## src/rtl/fr_pkg.sv

```systemverilog
package fr_pkg;
    localparam int PAGE_BITS  = 2;
    localparam int PAGE_WORDS = 1 << PAGE_BITS;

    localparam logic [7:0] CMD_ARRAY     = 8'hFF;
    localparam logic [7:0] CMD_IDENT     = 8'h90;
    localparam logic [7:0] CMD_STATUS    = 8'h70;
    localparam logic [7:0] CMD_CFG_SETUP = 8'h60;
    localparam logic [7:0] CMD_CFG_OK    = 8'h03;

    localparam logic [15:0] STATUS_READY = 16'h0080;

    typedef enum logic [1:0] {
        RM_ARRAY  = 2'd0,
        RM_IDENT  = 2'd1,
        RM_STATUS = 2'd2
    } rd_mode_e;

    typedef struct packed {
        logic [1:0] wait_cyc;
        logic       interleave;
        logic [1:0] blen;
        logic       sync;
    } rd_cfg_t;

    localparam int CFG_W = $bits(rd_cfg_t);
endpackage

```

## src/rtl/fr_cmd.sv

```systemverilog
module fr_cmd
    import fr_pkg::*;
(
    input  logic             clk,
    input  logic             rst_n,
    input  logic             wr_fire,
    input  logic [7:0]       wr_data,
    input  logic [CFG_W-1:0] wr_cfg,
    output rd_mode_e         mode,
    output rd_cfg_t          cfg
);
    typedef enum logic {C_IDLE, C_CFG} cmd_st_e;

    cmd_st_e  st, st_nx;
    rd_mode_e mode_nx;
    rd_cfg_t  cfg_nx;

    always_ff @(posedge clk or negedge rst_n) begin
        if (!rst_n) begin
            st   <= C_IDLE;
            mode <= RM_ARRAY;
            cfg  <= '0;
        end else begin
            st   <= st_nx;
            mode <= mode_nx;
            cfg  <= cfg_nx;
        end
    end

    always_comb begin
        st_nx   = st;
        mode_nx = mode;
        cfg_nx  = cfg;
        if (wr_fire) begin
            unique case (st)
                C_IDLE: begin
                    case (wr_data)
                        CMD_ARRAY:     mode_nx = RM_ARRAY;
                        CMD_IDENT:     mode_nx = RM_IDENT;
                        CMD_STATUS:    mode_nx = RM_STATUS;
                        CMD_CFG_SETUP: st_nx   = C_CFG;
                        default:       ;
                    endcase
                end
                C_CFG: begin
                    st_nx = C_IDLE;
                    if (wr_data == CMD_CFG_OK) cfg_nx = rd_cfg_t'(wr_cfg);
                end
            endcase
        end
    end

    // the read mode moves only on a recognised write
    p_mode_by_cmd_r1: assert property (@(posedge clk) disable iff (!rst_n)
        !$stable(mode) |-> $past(wr_fire));

    // the configuration moves only on the confirm write of the sequence
    p_cfg_by_seq_r3: assert property (@(posedge clk) disable iff (!rst_n)
        !$stable(cfg) |-> $past(wr_fire && st == C_CFG && wr_data == CMD_CFG_OK));
endmodule

```

## src/rtl/fr_latch.sv

```systemverilog
module fr_latch #(
    parameter int AW = 8
) (
    input  logic          clk,
    input  logic          rst_n,
    input  logic          ce_n,
    input  logic          adv_n,
    input  logic          sync,
    input  logic [AW-1:0] addr,
    output logic [AW-1:0] lat_addr,
    output logic [AW-1:0] rd_addr,
    output logic          fire
);
    logic done;

    always_ff @(posedge clk or negedge rst_n) begin
        if (!rst_n) begin
            lat_addr <= '0;
            done     <= 1'b0;
        end else if (ce_n || adv_n) begin
            done <= 1'b0;
        end else begin
            done <= 1'b1;
            if (!sync || !done) lat_addr <= addr;
        end
    end

    assign fire    = sync && !ce_n && !adv_n && !done;
    assign rd_addr = (!sync && !adv_n) ? addr : lat_addr;

    // once captured in synchronous mode, the address holds while adv_n stays low
    p_sync_hold_r6: assert property (@(posedge clk) disable iff (!rst_n)
        $past(sync && !ce_n && !adv_n && done) |-> $stable(lat_addr));
endmodule

```

## src/rtl/fr_page.sv

```systemverilog
module fr_page
    import fr_pkg::*;
#(
    parameter int AW = 8,
    parameter int DW = 16
) (
    input  logic          clk,
    input  logic          rst_n,
    input  logic          req,
    input  logic [AW-1:0] rd_addr,
    input  logic [DW-1:0] arr_rdata,
    output logic [AW-1:0] fill_addr,
    output logic          filling,
    output logic          hit,
    output logic [DW-1:0] word
);
    localparam int TW = AW - PAGE_BITS;

    typedef enum logic {P_IDLE, P_FILL} pg_st_e;

    pg_st_e                 st;
    logic [DW-1:0]          pg_mem [PAGE_WORDS];
    logic [TW-1:0]          tag, ftag;
    logic                   vld;
    logic [PAGE_BITS-1:0]   cnt;

    always_ff @(posedge clk or negedge rst_n) begin
        if (!rst_n) begin
            st   <= P_IDLE;
            vld  <= 1'b0;
            tag  <= '0;
            ftag <= '0;
            cnt  <= '0;
            for (int i = 0; i < PAGE_WORDS; i++) pg_mem[i] <= '0;
        end else begin
            unique case (st)
                P_IDLE: begin
                    if (req && !hit) begin
                        st   <= P_FILL;
                        vld  <= 1'b0;
                        ftag <= rd_addr[AW-1:PAGE_BITS];
                        cnt  <= '0;
                    end
                end
                P_FILL: begin
                    pg_mem[cnt] <= arr_rdata;
                    cnt         <= cnt + 1'b1;
                    if (cnt == PAGE_BITS'(PAGE_WORDS - 1)) begin
                        st  <= P_IDLE;
                        vld <= 1'b1;
                        tag <= ftag;
                    end
                end
            endcase
        end
    end

    always_comb begin
        hit       = vld && (tag == rd_addr[AW-1:PAGE_BITS]);
        word      = pg_mem[rd_addr[PAGE_BITS-1:0]];
        filling   = (st == P_FILL);
        fill_addr = {ftag, cnt};
    end

    // a completed load leaves the buffer tagged with the page that was loaded
    p_fill_tag_r5: assert property (@(posedge clk) disable iff (!rst_n)
        $rose(vld) |-> (tag == $past(ftag)));
endmodule

```

## src/rtl/fr_burst.sv

```systemverilog
module fr_burst
    import fr_pkg::*;
#(
    parameter int AW = 8
) (
    input  logic          clk,
    input  logic          rst_n,
    input  logic          ce_n,
    input  logic          fire,
    input  logic          eligible,
    input  rd_cfg_t       cfg,
    input  logic [AW-1:0] addr,
    output logic          active,
    output logic          waiting,
    output logic [AW-1:0] baddr
);
    typedef enum logic [1:0] {B_IDLE, B_WAIT, B_RUN, B_HOLD} bst_e;

    bst_e          st, st_nx;
    logic [AW-1:0] base, base_nx, k, k_nx;
    logic [1:0]    wcnt, wcnt_nx;
    logic          cont;
    logic [AW-1:0] last, mask, off, kk;

    assign cont = cfg.blen[1];
    assign last = cfg.blen[0] ? AW'(7) : AW'(3);

    always_ff @(posedge clk or negedge rst_n) begin
        if (!rst_n) begin
            st   <= B_IDLE;
            base <= '0;
            k    <= '0;
            wcnt <= '0;
        end else begin
            st   <= st_nx;
            base <= base_nx;
            k    <= k_nx;
            wcnt <= wcnt_nx;
        end
    end

    always_comb begin
        st_nx   = st;
        base_nx = base;
        k_nx    = k;
        wcnt_nx = wcnt;
        if (ce_n) begin
            st_nx = B_IDLE;
        end else if (fire) begin
            if (eligible) begin
                base_nx = addr;
                k_nx    = '0;
                wcnt_nx = cfg.wait_cyc;
                st_nx   = (cfg.wait_cyc == 2'd0) ? B_RUN : B_WAIT;
            end else begin
                st_nx = B_IDLE;
            end
        end else begin
            unique case (st)
                B_IDLE: ;
                B_WAIT: begin
                    if (wcnt == 2'd1) st_nx = B_RUN;
                    else              wcnt_nx = wcnt - 2'd1;
                end
                B_RUN: begin
                    if (!cont && k == last) st_nx = B_HOLD;
                    else                    k_nx  = k + AW'(1);
                end
                B_HOLD: ;
            endcase
        end
    end

    always_comb begin
        active  = (st == B_RUN) || (st == B_HOLD);
        waiting = (st == B_WAIT);
        mask    = cont ? '0 : last;
        off     = base & mask;
        kk      = k & mask;
        if (cont)                baddr = base + k;
        else if (cfg.interleave) baddr = (base & ~mask) | ((off ^ kk) & mask);
        else                     baddr = (base & ~mask) | ((off + kk) & mask);
    end

    // consecutive beats of a running burst step the beat index by one
    p_burst_step_r7: assert property (@(posedge clk) disable iff (!rst_n)
        (st == B_RUN) && $past(st == B_RUN && !fire && !ce_n) |-> (k == $past(k) + AW'(1)));

    // a bounded burst never runs past its configured length
    p_burst_bound_r7: assert property (@(posedge clk) disable iff (!rst_n)
        (st == B_RUN) && !cont |-> (k <= last));
endmodule

```

## src/rtl/flash_rd_port.sv

```systemverilog
module flash_rd_port
    import fr_pkg::*;
#(
    parameter int          AW          = 8,
    parameter int          DW          = 16,
    parameter int          PARAM_WORDS = 16,
    parameter logic [15:0] MFR_CODE    = 16'h00A5,
    parameter logic [15:0] DEV_CODE    = 16'h88C3
) (
    input  logic          clk,
    input  logic          rst_n,
    input  logic          ce_n,
    input  logic          oe_n,
    input  logic          we_n,
    input  logic          adv_n,
    input  logic [AW-1:0] addr,
    input  logic [DW-1:0] din,
    output logic [DW-1:0] dout,
    output logic          dout_en,
    output logic [AW-1:0] arr_addr,
    input  logic [DW-1:0] arr_rdata
);
    localparam logic [AW:0] PBASE = (AW+1)'((1 << AW) - PARAM_WORDS);

    logic          we_q, wr_fire;
    rd_mode_e      mode;
    rd_cfg_t       cfg;
    logic [AW-1:0] lat_addr, rd_addr, fill_addr, baddr;
    logic          fire, rd_param, fire_param;
    logic          pg_req, filling, hit, b_active, b_waiting;
    logic [DW-1:0] pg_word, data;
    logic          ready;

    always_ff @(posedge clk or negedge rst_n) begin
        if (!rst_n) we_q <= 1'b1;
        else        we_q <= we_n;
    end

    assign wr_fire    = !ce_n && we_n && !we_q;
    assign rd_param   = {1'b0, rd_addr} >= PBASE;
    assign fire_param = {1'b0, addr} >= PBASE;
    assign pg_req     = !ce_n && (mode == RM_ARRAY) && !cfg.sync && !rd_param;

    fr_cmd u_cmd (
        .clk     (clk),
        .rst_n   (rst_n),
        .wr_fire (wr_fire),
        .wr_data (din[7:0]),
        .wr_cfg  (addr[CFG_W-1:0]),
        .mode    (mode),
        .cfg     (cfg)
    );

    fr_latch #(.AW(AW)) u_latch (
        .clk      (clk),
        .rst_n    (rst_n),
        .ce_n     (ce_n),
        .adv_n    (adv_n),
        .sync     (cfg.sync),
        .addr     (addr),
        .lat_addr (lat_addr),
        .rd_addr  (rd_addr),
        .fire     (fire)
    );

    fr_page #(.AW(AW), .DW(DW)) u_page (
        .clk       (clk),
        .rst_n     (rst_n),
        .req       (pg_req),
        .rd_addr   (rd_addr),
        .arr_rdata (arr_rdata),
        .fill_addr (fill_addr),
        .filling   (filling),
        .hit       (hit),
        .word      (pg_word)
    );

    fr_burst #(.AW(AW)) u_burst (
        .clk      (clk),
        .rst_n    (rst_n),
        .ce_n     (ce_n),
        .fire     (fire),
        .eligible ((mode == RM_ARRAY) && !fire_param),
        .cfg      (cfg),
        .addr     (addr),
        .active   (b_active),
        .waiting  (b_waiting),
        .baddr    (baddr)
    );

    always_comb begin
        if (filling)       arr_addr = fill_addr;
        else if (b_active) arr_addr = baddr;
        else               arr_addr = rd_addr;
    end

    always_comb begin
        data  = '0;
        ready = 1'b0;
        unique case (mode)
            RM_IDENT: begin
                ready = 1'b1;
                if (rd_addr[1:0] == 2'd0)      data = MFR_CODE;
                else if (rd_addr[1:0] == 2'd1) data = DEV_CODE;
            end
            RM_STATUS: begin
                ready = 1'b1;
                data  = STATUS_READY;
            end
            RM_ARRAY: begin
                if (cfg.sync) begin
                    ready = !b_waiting;
                    data  = arr_rdata;
                end else if (rd_param) begin
                    ready = !filling;
                    data  = arr_rdata;
                end else begin
                    ready = hit;
                    data  = pg_word;
                end
            end
            default: ;
        endcase
        dout_en = !ce_n && !oe_n && ready;
        dout    = dout_en ? data : '0;
    end

    // only array-mode synchronous accesses ever run a burst
    p_burst_in_array_r10: assert property (@(posedge clk) disable iff (!rst_n)
        (b_active || b_waiting) |-> (mode == RM_ARRAY && cfg.sync));

    // the page loader never runs in synchronous mode
    p_fill_async_r5: assert property (@(posedge clk) disable iff (!rst_n)
        $rose(filling) |-> !cfg.sync);
endmodule

```

## config.mk

```make
export PLATFORM = sky130hd
export DESIGN_NAME = flash_rd_port
export DESIGN_NICKNAME = d
export VERILOG_FILES = /design/src/rtl/fr_pkg.sv /design/src/rtl/fr_cmd.sv /design/src/rtl/fr_latch.sv /design/src/rtl/fr_page.sv /design/src/rtl/fr_burst.sv /design/src/rtl/flash_rd_port.sv
export SDC_FILE = /design/constraint.sdc
export NUM_CORES = 1
export LEC_CHECK = 0
export ABC_AREA = 1
export BUFFER_PORTS_ARGS = -buffer_cell sky130_fd_sc_hd__buf_2
export CAP_MARGIN = 25
export CORE_MARGIN = 2
export CORE_UTILIZATION = 59
export CTS_CLUSTER_SIZE = 20
export DETAILED_ROUTE_END_ITERATION = 16
export HOLD_SLACK_MARGIN = 0.02
export PLACE_DENSITY = 0.78
export SETUP_SLACK_MARGIN = 0.02
export SYNTH_ARGS = -nofsm -noshare
export SYNTH_HDL_FRONTEND = slang
export SYNTH_SLANG_ARGS = --single-unit
export TNS_END_PERCENT = 1
```

## constraint.sdc

```tcl
create_clock -name clk -period 2.52 [get_ports clk]
set_clock_uncertainty 0.1 [all_clocks]
set_input_delay 0.252 -clock clk [delete_from_list [all_inputs] [get_ports clk]]
set_output_delay 0.252 -clock clk [all_outputs]
set_load 0.01 [all_outputs]
```

# == Word level (Yosys, flattened, before mapping) ==
# Cells that the tools add are included.
# totals
ff_bits,119
input_bits,46
output_inout_bits,25
word_cells,167
# classes
add_sub_neg,5
order_cmp,5
eq_ne,22
mux,49
n_bitwise,15
n_reduce_logical,49
# op_table
operator,count
two-way mux 16 bit,8
two-way mux 8 bit,10
bitwise mux 64 bit,1
case mux 16 bit (3 select lines),1
AND 8 bit,5
binary-select mux 16 bit (select 2 bit),1
demux 16 bit (select 2 bit),1
two-way mux 2 bit,11
adder 8 bit,2
== test 8 x 7 -> 1 bit (second input constant),2
== test 8 bit (second input constant),2
greater-or-equal comparator 8 bit (second input constant),2
logical AND 1 bit,16
OR 8 bit,2
zero test 1 bit,12
AND reduction 3 bit,4
adder 8 x 1 -> 8 bit (second input constant),1
== test 2 x 1 -> 1 bit (second input constant),4
== test 2 bit (second input constant),4
== test 8 x 2 -> 1 bit (second input constant),1
== test 8 bit,1
two-way mux 1 bit,8
inequality test 4 x 3 -> 1 bit (second input constant),2
inverter 8 bit,1
22 further kinds,43

# == Logic depth before layout (Yosys ltp) ==
# logic_depth
word_depth,11
depth_mapped,15
mapped_depth_nobuf,14

# == Modules after synthesis ==
# Synthesis repeated with hierarchy kept, for this count alone.
# unflattened
hier_cells,949
area_unflattened_um2,7126.8
# by_module_without_submodules
module,instances,cells_per_inst,area_per_inst_um2,seq_area_each_um2
fr_page,1,413,3532.1,2001.9
fr_burst,1,236,1737.9,500.5
flash_rd_port,1,165,835.8,26.3
fr_cmd,1,69,511.7,225.2
fr_latch,1,66,509.2,225.2

# == Least setup slack after synthesis ==
# OpenSTA, ideal clock, no wires.
# synth_path
kind,reg2out
startpoint,register u_cmd.cfg[2] (netlist name)
endpoint,output port arr_addr[1]
t_arrival_ps,2011
slack_ps,157
stages_incl_launch_ff,10
path_buffers,1
cell_sequence,dfrtp_1 > clkbuf_1 > nor2_1 > ha_1 > fa_1 > mux2_2 > o21ai_0 > o21ai_0 > nand2_1 > o21ai_0
# synth_between
elab_chain_len,9
word_cells_on_any_way,15
classes_between,add/sub (1); mux (5); bitwise (9)
# synth_lines
item,line,text
two-way mux 8 bit,fr_burst.sv:77,mask = cont ? '0 : last;
AND 8 bit (on tied branches),"fr_burst.sv:78, fr_burst.sv:79",
adder 8 bit or XOR 8 bit (tied branches),"fr_burst.sv:82, fr_burst.sv:81",
AND 8 bit (on tied branches),"fr_burst.sv:82, fr_burst.sv:81",
OR 8 bit (on tied branches),"fr_burst.sv:82, fr_burst.sv:81",
two-way mux 8 bit,fr_burst.sv:81,else if (cfg.interleave) baddr = (base & ~mask) | ((off ^ kk) & mask);
two-way mux 8 bit (*),fr_burst.sv:80,if (cont) baddr = base + k;
two-way mux 8 bit (*),flash_rd_port.sv:93,else if (b_active) arr_addr = baddr;
two-way mux 8 bit (*),flash_rd_port.sv:92,if (filling) arr_addr = fill_addr;
"end, declared",flash_rd_port.sv:20,"output logic [AW-1:0] arr_addr,"
# Mark *: on every way between the ends. The rest lies on a longest branch, timed or not.

# == Worst setup path in the final report ==
# layout_path
startpoint,register u_cmd.cfg[2] (netlist name)
endpoint,output port arr_addr[1]
# layout_between
elab_chain_len,9
word_cells_on_any_way,15
classes_between,add/sub (1); mux (5); bitwise (9)
# layout_lines
item,line
two-way mux 8 bit,fr_burst.sv:77
AND 8 bit (on tied branches),"fr_burst.sv:78, fr_burst.sv:79"
adder 8 bit or XOR 8 bit (tied branches),"fr_burst.sv:82, fr_burst.sv:81"
AND 8 bit (on tied branches),"fr_burst.sv:82, fr_burst.sv:81"
OR 8 bit (on tied branches),"fr_burst.sv:82, fr_burst.sv:81"
two-way mux 8 bit,fr_burst.sv:81
two-way mux 8 bit (*),fr_burst.sv:80
two-way mux 8 bit (*),flash_rd_port.sv:93
two-way mux 8 bit (*),flash_rd_port.sv:92
# Marks and branches as above.

==> flow_metrics.py <==
metrics = {
    "run_status": {
        "status": "finished with violations",
        "violations": "setup timing",
    },
    "grt": {
        "busiest_layer": "met2",
        "grt_usage": 0.298,
        "antenna_found_initial": 0,
        "use_met3": 0.0694,
        "grt_max_degree": 78,
        "grt-ovfl-total": 0,
        "use_met1": 0.399,
        "use_met2": 0.483,
        "grt_pass1_vias": 6064,
        "grt_pass1_wl_mm": 29.2,
    },
    "power_and_ir_drop": {
        "p_sw_frac": 0.359,
        "vdd_ir_drop_max_v": 0.00110,
        "seqPwrFrac": 0.382,
        "p_int_mw": 5.30,
        "switching_power_mw": 2.97,
        "power_density_mw_per_mm2": 1020,
        "pwr-share-clk": 0.302,
        "combPwrFrac": 0.316,
        "p_leak_nw": 4.21,
    },
    "timing": {
        "layout_setup_ws_ps": -308,
        "slew_headroom": 0.580,
        "hold_viol_final": 0,
        "setup_viol_count_final": 23,
        "tightest_slew_ps": 626,
        "fin_hold_ws_ps": 45.8,
        "finalMaxSlewViolations": 0,
        "fin_crit_sh": 1.12,
        "final.setup.tns_ps": -4650,
        "fmax_ghz": 0.354,
        "rsz0062_at_grt": "true",
        "layout_min_cycle_time_ps": 2830,
    },
    "synthesis": {
        "syn_area_per_cell_um2": 7.49,
        "yosys.area.top_type_share": 0.439,
        "async_reset_ff_frac": 1.00,
        "synth-seq-area-share": 0.443,
        "synthTopCellsByArea": "dfrtp_1 (44%), nand2_1 (15%), o21ai_0 (8.4%)",
        "ys_types": 47,
        "synthesis.nets": 964,
        "synth_common_cells": "nand2_1 (267), dfrtp_1 (118), o21ai_0 (113)",
        "ys_ff_latch": 119,
        "synth_top_flop_cell": "dfrtp_1",
        "synthCells": 897,
        "syn_area_mm2": 0.00672,
        "synth_warnings": 0,
        "synth_top_cell_by_area": "dfrtp_1",
        "synth_edf_count": 0,
        "yosysMostFrequentCell": "nand2_1",
    },
    "route": {
        "drt_iter0_drc": 715,
        "ant_nets": 0,
        "dr_total_vias": 6348,
        "drtPass1Iterations": 5,
        "drt_wl_total_mm": 18.0,
        "wl_per_cell_um": 15.8,
        "drc": 0,
        "routed_via_density": 5.58,
    },
    "place": {
        "post-place-ws_ps": 34.7,
        "place_hpwl_mm": 11.4,
        "port_buffers": 62,
        "dpl_cell_area_mm2": 0.00724,
        "globalplace.congestion": 0.850,
    },
    "cells_and_area": {
        "layout.nets": 1053,
        "diodes": 0,
        "drive_above_1_share": 0.198,
        "syn_to_final_growth_pct": 21.3,
        "design_area_mm2": 0.00815,
        "final_util": 0.742,
        "fillers": 821,
    },
    "critical_path": {
        "critPathMaxFanout": 7,
        "start_kind": "register",
        "critPathRequiredTime_ps": 2170,
        "crit_type": "reg2out",
        "cp.arrival_ps": 2480,
        "cp-end-kind": "output pin",
    },
    "cts": {
        "cts_tree": "built",
        "worstSkewPairLatency_ps": 430,
        "clock_sink_count": 119,
        "htreeDepth": 4,
        "clockRootBuffer": "clkbuf_16",
        "clk_path_buf_depth": 2,
        "cts_made_buffers": 17,
        "clk_pin_slew_worst_paths_ps": 60,
    },
    "floorplanning": {
        "io_pins": 71,
        "chipWidth_um": 111,
        "die-area_mm2": 0.0123,
        "die_height_um": 111,
        "core_area_mm2": 0.0110,
        "placementRows": 38,
        "start_util": 0.612,
    },
    "run": {
        "max_cap_violations": 0,
    },
    "min_path": {
        "min_path_type": "in2reg",
    },
}
[power by group through the flow]
stage / logic [mW] / clock network, mW / registers [mW]
3_5_place_dp: 2.46 / 0 / 3.13
4_1_cts: 2.54 / 2.51 / 3.13
3_3_place_gp: 2.36 / 0 / 3.12
5_1_grt: 3.02 / 2.60 / 3.24
2_1_floorplan: 1.85 / 0 / 3.00
6_report: 2.61 / 2.50 / 3.16
[final timing paths]
path | startpoint | end | slack, ps | cells after the start
worst max-delay path | u_cmd.cfg[2]$_DFFE_PN0P_ | arr_addr[1] | -310 | 9
worst min-delay path | din[5] | u_cmd.st$_DFFE_PN0P_ | 50 | 3
worst max register to register | u_burst.k[0]$_DFFE_PN0P_ | u_burst.k[2]$_DFFE_PN0P_ | 170 | 12
worst min register to register | u_page.pg_mem[38]$_DFFE_PN0P_ | u_page.pg_mem[38]$_DFFE_PN0P_ | 380 | 2
max in group asynchronous | rst_n | u_page.pg_mem[33]$_DFFE_PN0P_ | 1560 | 3
min in group asynchronous | rst_n | u_page.tag[1]$_DFFE_PN0P_ | 100 | 2
[worst max-delay path, stage by stage, from the launching register on]
cell	delay [ps]
dfrtp_2	470
nor2_2	160
ha_2	190
fa_2	420
mux2_2	290
o21ai_4	130
o21ai_2	80
nand2_1	60
o21ai_0	80
buf_2	160
[metrics by stage]
stage,total power [mW],cells
after CTS,8.18,1130
after floorplan,4.84,897
after global routing,8.86,1138
after global placement,5.48,1088
final,8.28,1138
after detailed placement,5.59,1088
[cell usage in the layout (no fill, tap or decap), types with 5 or more instances in the layout]
cell       instances
a21oi_1           14
nor3_1             8
clkbuf_16         17
xor2_1             9
nand2_1          264
o21ai_0          106
inv_1             88
ha_1              15
nor2_2            16
dfrtp_1          116
o21ai_1           24
nand4_1            7
o211ai_1           5
buf_2             61
nand3_1           58
clkinv_2           5
nor2_1            56
a31oi_1            5
nand2_2            9
buf_4             38
[kinds of logic (layout without fill, tap and decap cells)]
group | after synthesis | after routing | synth area share
compound gates | 175 | 175 | 0.142
xor+xnor | 10 | 10 | 0.0130
simple gates | 437 | 437 | 0.276
buf+inv | 132 | 233 | 0.0793
mux | 3 | 3 | 0.00503
flops | 119 | 119 | 0.443
fa+ha+maj | 21 | 21 | 0.0413
[registers in the layout, indices dropped and copies added, names as in the netlist, 2 cells and up]
| name | cells |
|---|---|
| u_cmd.cfg | 6 |
| u_cmd.mode | 2 |
| u_burst.st | 2 |
| u_page.cnt | 2 |
| u_burst.base | 8 |
| u_burst.k | 8 |
| u_page.ftag | 6 |
| u_page.pg_mem | 64 |
| u_latch.lat_addr | 8 |
| u_page.tag | 6 |
| u_burst.wcnt | 2 |
[per-layer routing]
layer,vias up,wire (um)
met5,-,0
met3,34,1270
met1,2987,7830
met2,251,8620
li1,3076,-
met4,0,290
[final cells by class]
class                           instances  area, um^2  area share
Multi-Input combinational cell        646        3330       0.408
Sequential cell                       119        2980       0.366
Timing Repair Buffer                  107         698      0.0856
Clock buffer                           22         484      0.0594
Inverter                               95         365      0.0448
Tap cell                              140         175      0.0215
Clock inverter                          9         123      0.0150
[repair_timing]
action / in CTS / in global routing
setup endpoints to repair: 24 / 26
setup buffers: 8 / 8
endpoints found under the hold margin: 120 / 0
pin swaps: 7 / 6
hold buffers: 3 / 0
resized for setup: 30 / 14
No activity file was read; power rests on OpenSTA's default activity.
